==> config.mk <==
export PLATFORM = sky130hd
export DESIGN_NAME = uart_modem_ctrl
export DESIGN_NICKNAME = d
export VERILOG_FILES = /design/src/rtl/umc_pkg.sv /design/src/rtl/umc_bus_decode.sv /design/src/rtl/umc_modem_dp.sv /design/src/rtl/uart_modem_ctrl.sv
export SDC_FILE = /design/constraint.sdc
export NUM_CORES = 1
export LEC_CHECK = 0
export BUFFER_PORTS_ARGS = -buffer_cell sky130_fd_sc_hd__buf_2
export CORE_MARGIN = 3
export CORE_UTILIZATION = 44
export CTS_CLUSTER_DIAMETER = 120
export DETAILED_ROUTE_END_ITERATION = 8
export PLACE_DENSITY = 0.8
export SETUP_SLACK_MARGIN = 0.02
export SLEW_MARGIN = 20
export SYNTH_ARGS = -nofsm -noshare
export SYNTH_HDL_FRONTEND = slang
export SYNTH_SLANG_ARGS = --single-unit
==> constraint.sdc <==
create_clock -name clk -period 1.64 [get_ports clk]
set_input_delay 0.328 -clock clk [delete_from_list [all_inputs] [get_ports clk]]
set_output_delay 0.328 -clock clk [all_outputs]
set_load 0.1 [all_outputs]
==> src/rtl/umc_pkg.sv <==
package umc_pkg;
  localparam int DATA_W = 8;
  localparam int ADDR_W = 2;

  localparam logic [ADDR_W-1:0] ADDR_DATA  = 2'd0;
  localparam logic [ADDR_W-1:0] ADDR_CTRL  = 2'd1;
  localparam logic [ADDR_W-1:0] ADDR_MODEM = 2'd2;
  localparam logic [ADDR_W-1:0] ADDR_LINES = 2'd3;

  typedef enum logic [1:0] {
    MODE_NORMAL = 2'd0,
    MODE_BREAK  = 2'd1,
    MODE_ECHO   = 2'd2,
    MODE_LOOP   = 2'd3
  } opMode_e;

  // One-cycle access strobes produced by the decoder.
  typedef struct packed {
    logic txBufWr;
    logic ctrlWr;
    logic mcrWr;
    logic baudWr;
    logic rxBufRd;
    logic statRd;
    logic mcrRd;
    logic msrRd;
  } busStb_t;

  // Modem control register layout, bit 7 down to bit 0.
  typedef struct packed {
    logic    reserved;
    opMode_e mode;
    logic    rxEn;
    logic    modemIntEn;
    logic    intEn;
    logic    dtrOn;
    logic    rtsOn;
  } mcr_t;
endpackage

==> src/rtl/umc_bus_decode.sv <==
module umc_bus_decode
  import umc_pkg::*;
(
  input  logic              clk,
  input  logic              rst,
  input  logic              csN,
  input  logic              rdEn,
  input  logic              wrEn,
  input  logic [ADDR_W-1:0] addr,
  output busStb_t           stb
);
  logic doRd, doWr;

  // A cycle with both enables high is treated as no access.
  assign doRd = !csN && rdEn && !wrEn;
  assign doWr = !csN && wrEn && !rdEn;

  always_comb begin
    stb = '0;
    unique case (addr)
      ADDR_DATA:  begin stb.txBufWr = doWr; stb.rxBufRd = doRd; end
      ADDR_CTRL:  begin stb.ctrlWr  = doWr; stb.statRd  = doRd; end
      ADDR_MODEM: begin stb.mcrWr   = doWr; stb.mcrRd   = doRd; end
      default:    begin stb.baudWr  = doWr; stb.msrRd   = doRd; end
    endcase
  end


  single_strobe_chk: assert property (@(posedge clk) disable iff (rst)
    $onehot0(stb));


  deselect_quiet_chk: assert property (@(posedge clk) disable iff (rst)
    csN |-> (stb == '0));
endmodule

==> src/rtl/umc_modem_dp.sv <==
module umc_modem_dp
  import umc_pkg::*;
#(
  parameter int SYNC_STAGES = 2
) (
  input  logic              clk,
  input  logic              rst,
  input  busStb_t           stb,
  input  logic [DATA_W-1:0] wdata,
  input  logic [DATA_W-1:0] rxBufData,
  input  logic              rxCharDone,
  input  logic              txBufTaken,
  input  logic              txShiftDone,
  input  logic              ctsN,
  input  logic              dsrN,
  input  logic              sdiPin,
  input  logic              txSerial,
  output logic [DATA_W-1:0] rdata,
  output logic              rtsN,
  output logic              dtrN,
  output logic              intr,
  output logic              sdoPin,
  output logic              rxSerial,
  output logic              txEnable,
  output logic              dataReady,
  output logic              holdEmpty
);
  localparam int N_LINES = 2;   // index 0: clear-to-send, 1: data-set-ready
  localparam int PAD_STAT = DATA_W - 3;
  localparam int PAD_MSR  = DATA_W - 2 * N_LINES;

  mcr_t mcr;
  logic txComplete;
  logic [N_LINES-1:0] lineN, lineTrue, lineLast, lineEdge, lineChg;
  logic anyChg;

  // ---------------- modem control register ----------------
  always_ff @(posedge clk) begin
    if (rst) mcr <= '0;
    else if (stb.mcrWr) begin
      mcr          <= mcr_t'(wdata);
      mcr.reserved <= 1'b0;
    end
  end

  assign rtsN = !mcr.rtsOn;
  assign dtrN = !mcr.dtrOn;

  // ---------------- line status flags ----------------
  always_ff @(posedge clk) begin
    if (rst) begin
      dataReady  <= 1'b0;
      holdEmpty  <= 1'b1;
      txComplete <= 1'b1;
    end else begin
      if (rxCharDone)       dataReady <= 1'b1;
      else if (stb.rxBufRd) dataReady <= 1'b0;
      if (stb.txBufWr)      holdEmpty <= 1'b0;
      else if (txBufTaken)  holdEmpty <= 1'b1;
      if (txShiftDone)      txComplete <= 1'b1;
      else if (txBufTaken)  txComplete <= 1'b0;
    end
  end

  // ---------------- modem line sync and change latch ----------------
  assign lineN = {dsrN, ctsN};

  for (genvar g = 0; g < N_LINES; g++) begin : gSync
    logic [SYNC_STAGES-1:0] chain;
    always_ff @(posedge clk) begin
      if (rst) chain <= '0;
      else     chain <= {chain[SYNC_STAGES-2:0], !lineN[g]};
    end
    assign lineTrue[g] = chain[SYNC_STAGES-1];
  end

  assign lineEdge = lineTrue ^ lineLast;

  always_ff @(posedge clk) begin
    if (rst) begin
      lineLast <= '0;
      lineChg  <= '0;
    end else begin
      lineLast <= lineTrue;
      lineChg  <= (lineChg & ~{N_LINES{stb.msrRd}}) | lineEdge;
    end
  end

  assign anyChg = |lineChg;

  // ---------------- interrupt ----------------
  assign intr = mcr.intEn && (dataReady || (mcr.modemIntEn && anyChg));

  // ---------------- read mux ----------------
  always_comb begin
    rdata = '0;
    if (stb.rxBufRd)     rdata = rxBufData;
    else if (stb.statRd) rdata = {{PAD_STAT{1'b0}}, txComplete, holdEmpty, dataReady};
    else if (stb.mcrRd)  rdata = DATA_W'(mcr);
    else if (stb.msrRd)  rdata = {{PAD_MSR{1'b0}}, lineChg[1], lineChg[0], lineTrue[1], lineTrue[0]};
  end

  // ---------------- serial path routing ----------------
  always_comb begin
    rxSerial = mcr.rxEn ? sdiPin : 1'b1;
    sdoPin   = 1'b1;
    txEnable = 1'b0;
    unique case (mcr.mode)
      MODE_NORMAL: begin sdoPin = txSerial; txEnable = lineTrue[0]; end
      MODE_BREAK:  sdoPin = 1'b0;
      MODE_ECHO:   sdoPin = sdiPin;
      default:     begin rxSerial = txSerial; txEnable = 1'b1; end
    endcase
  end


  reset_state_chk: assert property (@(posedge clk)
    rst |=> (rtsN && dtrN && holdEmpty && txComplete && !dataReady));


  intr_gate_chk: assert property (@(posedge clk) disable iff (rst)
    !mcr.intEn |-> !intr);


  rx_read_clear_chk: assert property (@(posedge clk) disable iff (rst)
    (stb.rxBufRd && !rxCharDone) |=> !dataReady);


  msr_read_clear_chk: assert property (@(posedge clk) disable iff (rst)
    (stb.msrRd && !(|lineEdge)) |=> (lineChg == '0));


  break_quiet_chk: assert property (@(posedge clk) disable iff (rst)
    (mcr.mode == MODE_BREAK) |-> (!sdoPin && !txEnable));
endmodule

==> src/rtl/uart_modem_ctrl.sv <==
module uart_modem_ctrl
  import umc_pkg::*;
#(
  parameter int SYNC_STAGES = 2
) (
  input  logic              clk,
  input  logic              rst,
  input  logic              csN,
  input  logic              rdEn,
  input  logic              wrEn,
  input  logic [ADDR_W-1:0] addr,
  input  logic [DATA_W-1:0] wdata,
  output logic [DATA_W-1:0] rdata,
  output logic              txBufWr,
  output logic              ctrlWr,
  output logic              baudWr,
  output logic              rxBufRd,
  input  logic [DATA_W-1:0] rxBufData,
  input  logic              rxCharDone,
  input  logic              txBufTaken,
  input  logic              txShiftDone,
  output logic              dataReady,
  output logic              holdEmpty,
  input  logic              ctsN,
  input  logic              dsrN,
  output logic              rtsN,
  output logic              dtrN,
  output logic              intr,
  input  logic              sdiPin,
  output logic              sdoPin,
  input  logic              txSerial,
  output logic              rxSerial,
  output logic              txEnable
);
  busStb_t stb;

  umc_bus_decode decode_i (
    .clk  (clk),
    .rst  (rst),
    .csN  (csN),
    .rdEn (rdEn),
    .wrEn (wrEn),
    .addr (addr),
    .stb  (stb)
  );

  umc_modem_dp #(.SYNC_STAGES(SYNC_STAGES)) dp_i (
    .clk         (clk),
    .rst         (rst),
    .stb         (stb),
    .wdata       (wdata),
    .rxBufData   (rxBufData),
    .rxCharDone  (rxCharDone),
    .txBufTaken  (txBufTaken),
    .txShiftDone (txShiftDone),
    .ctsN        (ctsN),
    .dsrN        (dsrN),
    .sdiPin      (sdiPin),
    .txSerial    (txSerial),
    .rdata       (rdata),
    .rtsN        (rtsN),
    .dtrN        (dtrN),
    .intr        (intr),
    .sdoPin      (sdoPin),
    .rxSerial    (rxSerial),
    .txEnable    (txEnable),
    .dataReady   (dataReady),
    .holdEmpty   (holdEmpty)
  );

  assign txBufWr = stb.txBufWr;
  assign ctrlWr  = stb.ctrlWr;
  assign baudWr  = stb.baudWr;
  assign rxBufRd = stb.rxBufRd;
endmodule

==> results.py <==
metrics = {
    "place": {
        "dp_cells": 186,
        "numPortBuffers": 48,
        "placed_area_um2": 1572,
        "gp_congestion": 0.7441,
        "dpl.hpwl_um": 2307,
    },
    "logic_synthesis": {
        "avgSynthCellArea_um2": 9.143,
        "synth-seq-area-share_pct": 37.89,
        "async_flop_share_pct": 0,
        "synth_seq_cells": 18,
        "ys_top_cells_by_count": "18 x dfxtp_1, 14 x nand2b_1, 13 x nor2_1",
        "synthTopCellsByArea": "dfxtp_1 38%, mux2i_1 11%, nand2b_1 9.2%, mux4_2 7.1%, nor2_1 5.1%",
        "netlist_instances": 104,
        "synth_edf_count": 0,
        "syn-cell-area_um2": 950.9,
        "synth_cell_types": 28,
        "yosysWarningCount": 0,
        "synth_fp_nets": 134,
        "synth.largest_area_cell": "dfxtp_1",
        "yosysTopAreaCellShare_pct": 37.89,
        "yosysMostFrequentCell": "dfxtp_1",
        "ys.flop_type": "dfxtp_1",
    },
    "finish": {
        "fin_util_pct": 93.50,
        "final_cell_area_um2": 1872,
        "syn2layout_area_growth_pct": 96.84,
        "drive_gt1_share_pct": 65.54,
        "antenna_cells": 0,
        "final_net_count": 208,
        "final_cells": 204,
    },
    "setup_path": {
        "r2r_cells": 4,
        "path_max_fanout": 4,
        "critPathCaptureType": "output port",
        "cp.depth": 5,
        "start_kind": "input pin",
        "critical-path-max-stage-delay_ns": 0.58,
        "crit_path_end": "rdata[6]",
        "crit_path_start": "wrEn",
        "r2r-end": "dp_i.holdEmpty$_SDFFE_PP1P_",
        "path_cells": "buf_8 > or4b_4 > buf_4 > nor2_4 > buf_12",
        "critPathKind": "in2out",
        "worst_r2r_startpoint": "dp_i.holdEmpty$_SDFFE_PP1P_",
        "rrSetupSlack_ns": 0.77,
        "slowest_stage": "or4b_4",
        "critPathTopFamily": "simple AND/OR/NAND/NOR gates",
        "worstPathArrival_ns": 1.49,
        "crit_buf_inv": 3,
        "crit_required_ns": 1.31,
    },
    "power": {
        "seq_power_share_pct": 43.5,
        "p_comb_share_pct": 30.5,
        "p_switching_uw": 335.2,
        "p_int_uw": 723.4,
        "power_density_nw_per_um2": 565.5,
        "ir_drop_uv": 686.9,
        "switching_share_pct": 31.66,
        "power_mw": 1.059,
        "leakagePower_nw": 0.8177,
        "clockPowerShare_pct": 25.9,
    },
    "sta": {
        "drv_slew": 0,
        "finalHoldViolCount": 0,
        "fin_worst_skew_ns": 0.003389,
        "fmax_mhz": 550.6,
        "finalCritPeriodShare_pct": 110.8,
        "worstMarginPinSlew_ns": 0.4909,
        "fin_crit_ns": 1.816,
        "tns_ns": -1.170,
        "slew_headroom_pct": 67.50,
        "postLayoutSetupSlackWorst_ns": -0.1764,
        "rsz0062_at_grt": "yes",
        "setup_violations": 11,
    },
    "outcome": {
        "violations": "negative setup slack",
        "status": "finished with violations",
    },
    "grt": {
        "grt_pass1_wl_um": 5837,
        "grt_max_degree": 27,
        "grt_util_all_layers_pct": 30.29,
        "grt_overflow": 0,
        "grt_pass1_vias": 1134,
        "antenna_found_initial": 0,
    },
    "clocking": {
        "tritoncts": "built",
        "cts.sinks": 18,
        "cts.clk_slew.worst_paths_ns": 0.10,
        "clk_latency_ns": 0.30,
        "clock_path_buffers": 2,
        "numCtsBuffers": 3,
        "cts_root_buffer": "clkbuf_4",
        "htree_levels": 1,
    },
    "min_path": {
        "hp-class": "in2reg",
    },
    "floorplanning": {
        "core-area_um2": 2002,
        "initial_core_util_pct": 47.50,
        "fp.dieArea_um2": 2755,
        "die_w_um": 52.49,
        "die_h_um": 52.49,
        "rows": 16,
        "pin_count": 50,
    },
    "route": {
        "drc": 0,
        "vias": 1174,
        "drt-total-wl_um": 4567,
        "drt_iter0_drc": 39,
        "ant_nets": 0,
        "post_drt_wl_per_cell_um": 22.39,
        "vias_per_cell": 5.755,
        "dr.pass1.iters": 4,
    },
    "flow_run": {
        "drv_cap": 0,
    },
}
-- metrics by stage --
step                      hold slack (ns)  setup slack [ns]
after floorplan                    0.3947           -0.5433
after global placement             0.4176           -0.1949
after detailed placement           0.4239           -0.2246
after CTS                          0.1649           -0.1408
after global routing               0.1495           -0.1891
final                              0.1645           -0.1764
-- per-layer routing --
layer  global-route usage [%]  up-vias  part of all wire [%]
met3                    7.407       16                   8.6
met5                        0        -                     0
met4                    17.45        0                   3.4
li1                         -      498                     -
met2                    52.48       92                    50
met1                    33.10      568                    38
-- power by group through the flow --
stage	Combinational [mW]	Sequential (mW)	Clock (mW)
5_1_grt	0.332	0.462	0.300
3_5_place_dp	0.261	0.471	0
3_3_place_gp	0.252	0.470	0
4_1_cts	0.297	0.461	0.276
2_1_floorplan	0.145	0.484	0
6_report	0.323	0.461	0.275
-- how the worst min path moves through the flow --
stage	from	to	slack (ns)	cells past startpoint
detailed placement	dp_i.gSync[0].chain[0]$_SDFF_PP0_	dp_i.gSync[0].chain[1]$_SDFF_PP0_	0.42	1
floorplan	ctsN	dp_i.gSync[0].chain[0]$_SDFF_PP0_	0.39	1
global route	dsrN	dp_i.gSync[1].chain[0]$_SDFF_PP0_	0.15	2
CTS	ctsN	dp_i.gSync[0].chain[0]$_SDFF_PP0_	0.16	2
global placement	dp_i.gSync[1].chain[0]$_SDFF_PP0_	dp_i.gSync[1].chain[1]$_SDFF_PP0_	0.42	1
finish	ctsN	dp_i.gSync[0].chain[0]$_SDFF_PP0_	0.16	2
-- layout by cell type, fill, tap and decap left out, types with 2 or more instances in the layout --
cell,Yosys,final
and3_4,0,3
buf_12,0,17
buf_2,2,29
buf_4,1,22
buf_6,0,5
clkbuf_4,0,3
dfxtp_1,18,7
dfxtp_2,0,7
dfxtp_4,0,4
inv_1,5,5
mux2i_1,10,9
mux4_2,3,3
nand2_1,7,5
nand2b_1,14,14
nor2_1,13,5
nor2_2,0,2
nor2_4,1,7
nor2b_1,4,4
nor3b_4,0,2
o21ai_1,1,2
o2bb2ai_1,2,2
xnor2_1,2,2
-- logic make-up (layout without fill, tap and decap cells) --
logic type | after synthesis | in the layout | synth area share (%)
simple gates | 48 | 48 | 28.16
mux | 14 | 14 | 18.82
flops | 18 | 18 | 37.90
compound gates | 12 | 12 | 8.684
xor+xnor | 2 | 2 | 1.842
buf+inv | 10 | 83 | 4.606
-- final cells by class --
cell class              count  area [um2]
repair buffers             74       721.9
multi-input cells          76       676.9
flip-flops and latches     18       384.1
fillers                    65       130.1
clock buffers               4       36.28
well taps                  27       33.78
inverters                   5       18.77
-- state kept, by name (all words and copies together), names as in the netlist --
signal / cells
dp_i.lineLast: 2
dp_i.lineChg: 2
dp_i.holdEmpty: 1
dp_i.mcr: 7
dp_i.gSync.chain: 4
dp_i.txComplete: 1
dp_i.dataReady: 1
-- what timing repair did --
item                                    in CTS  in global routing
hold buffers                                 0                  0
gates resized for setup                     38                 12
endpoints found under the setup margin      11                 14
setup buffers                               12                  2
pin swaps                                   10                  4
(Power assumes the default switching activity.)
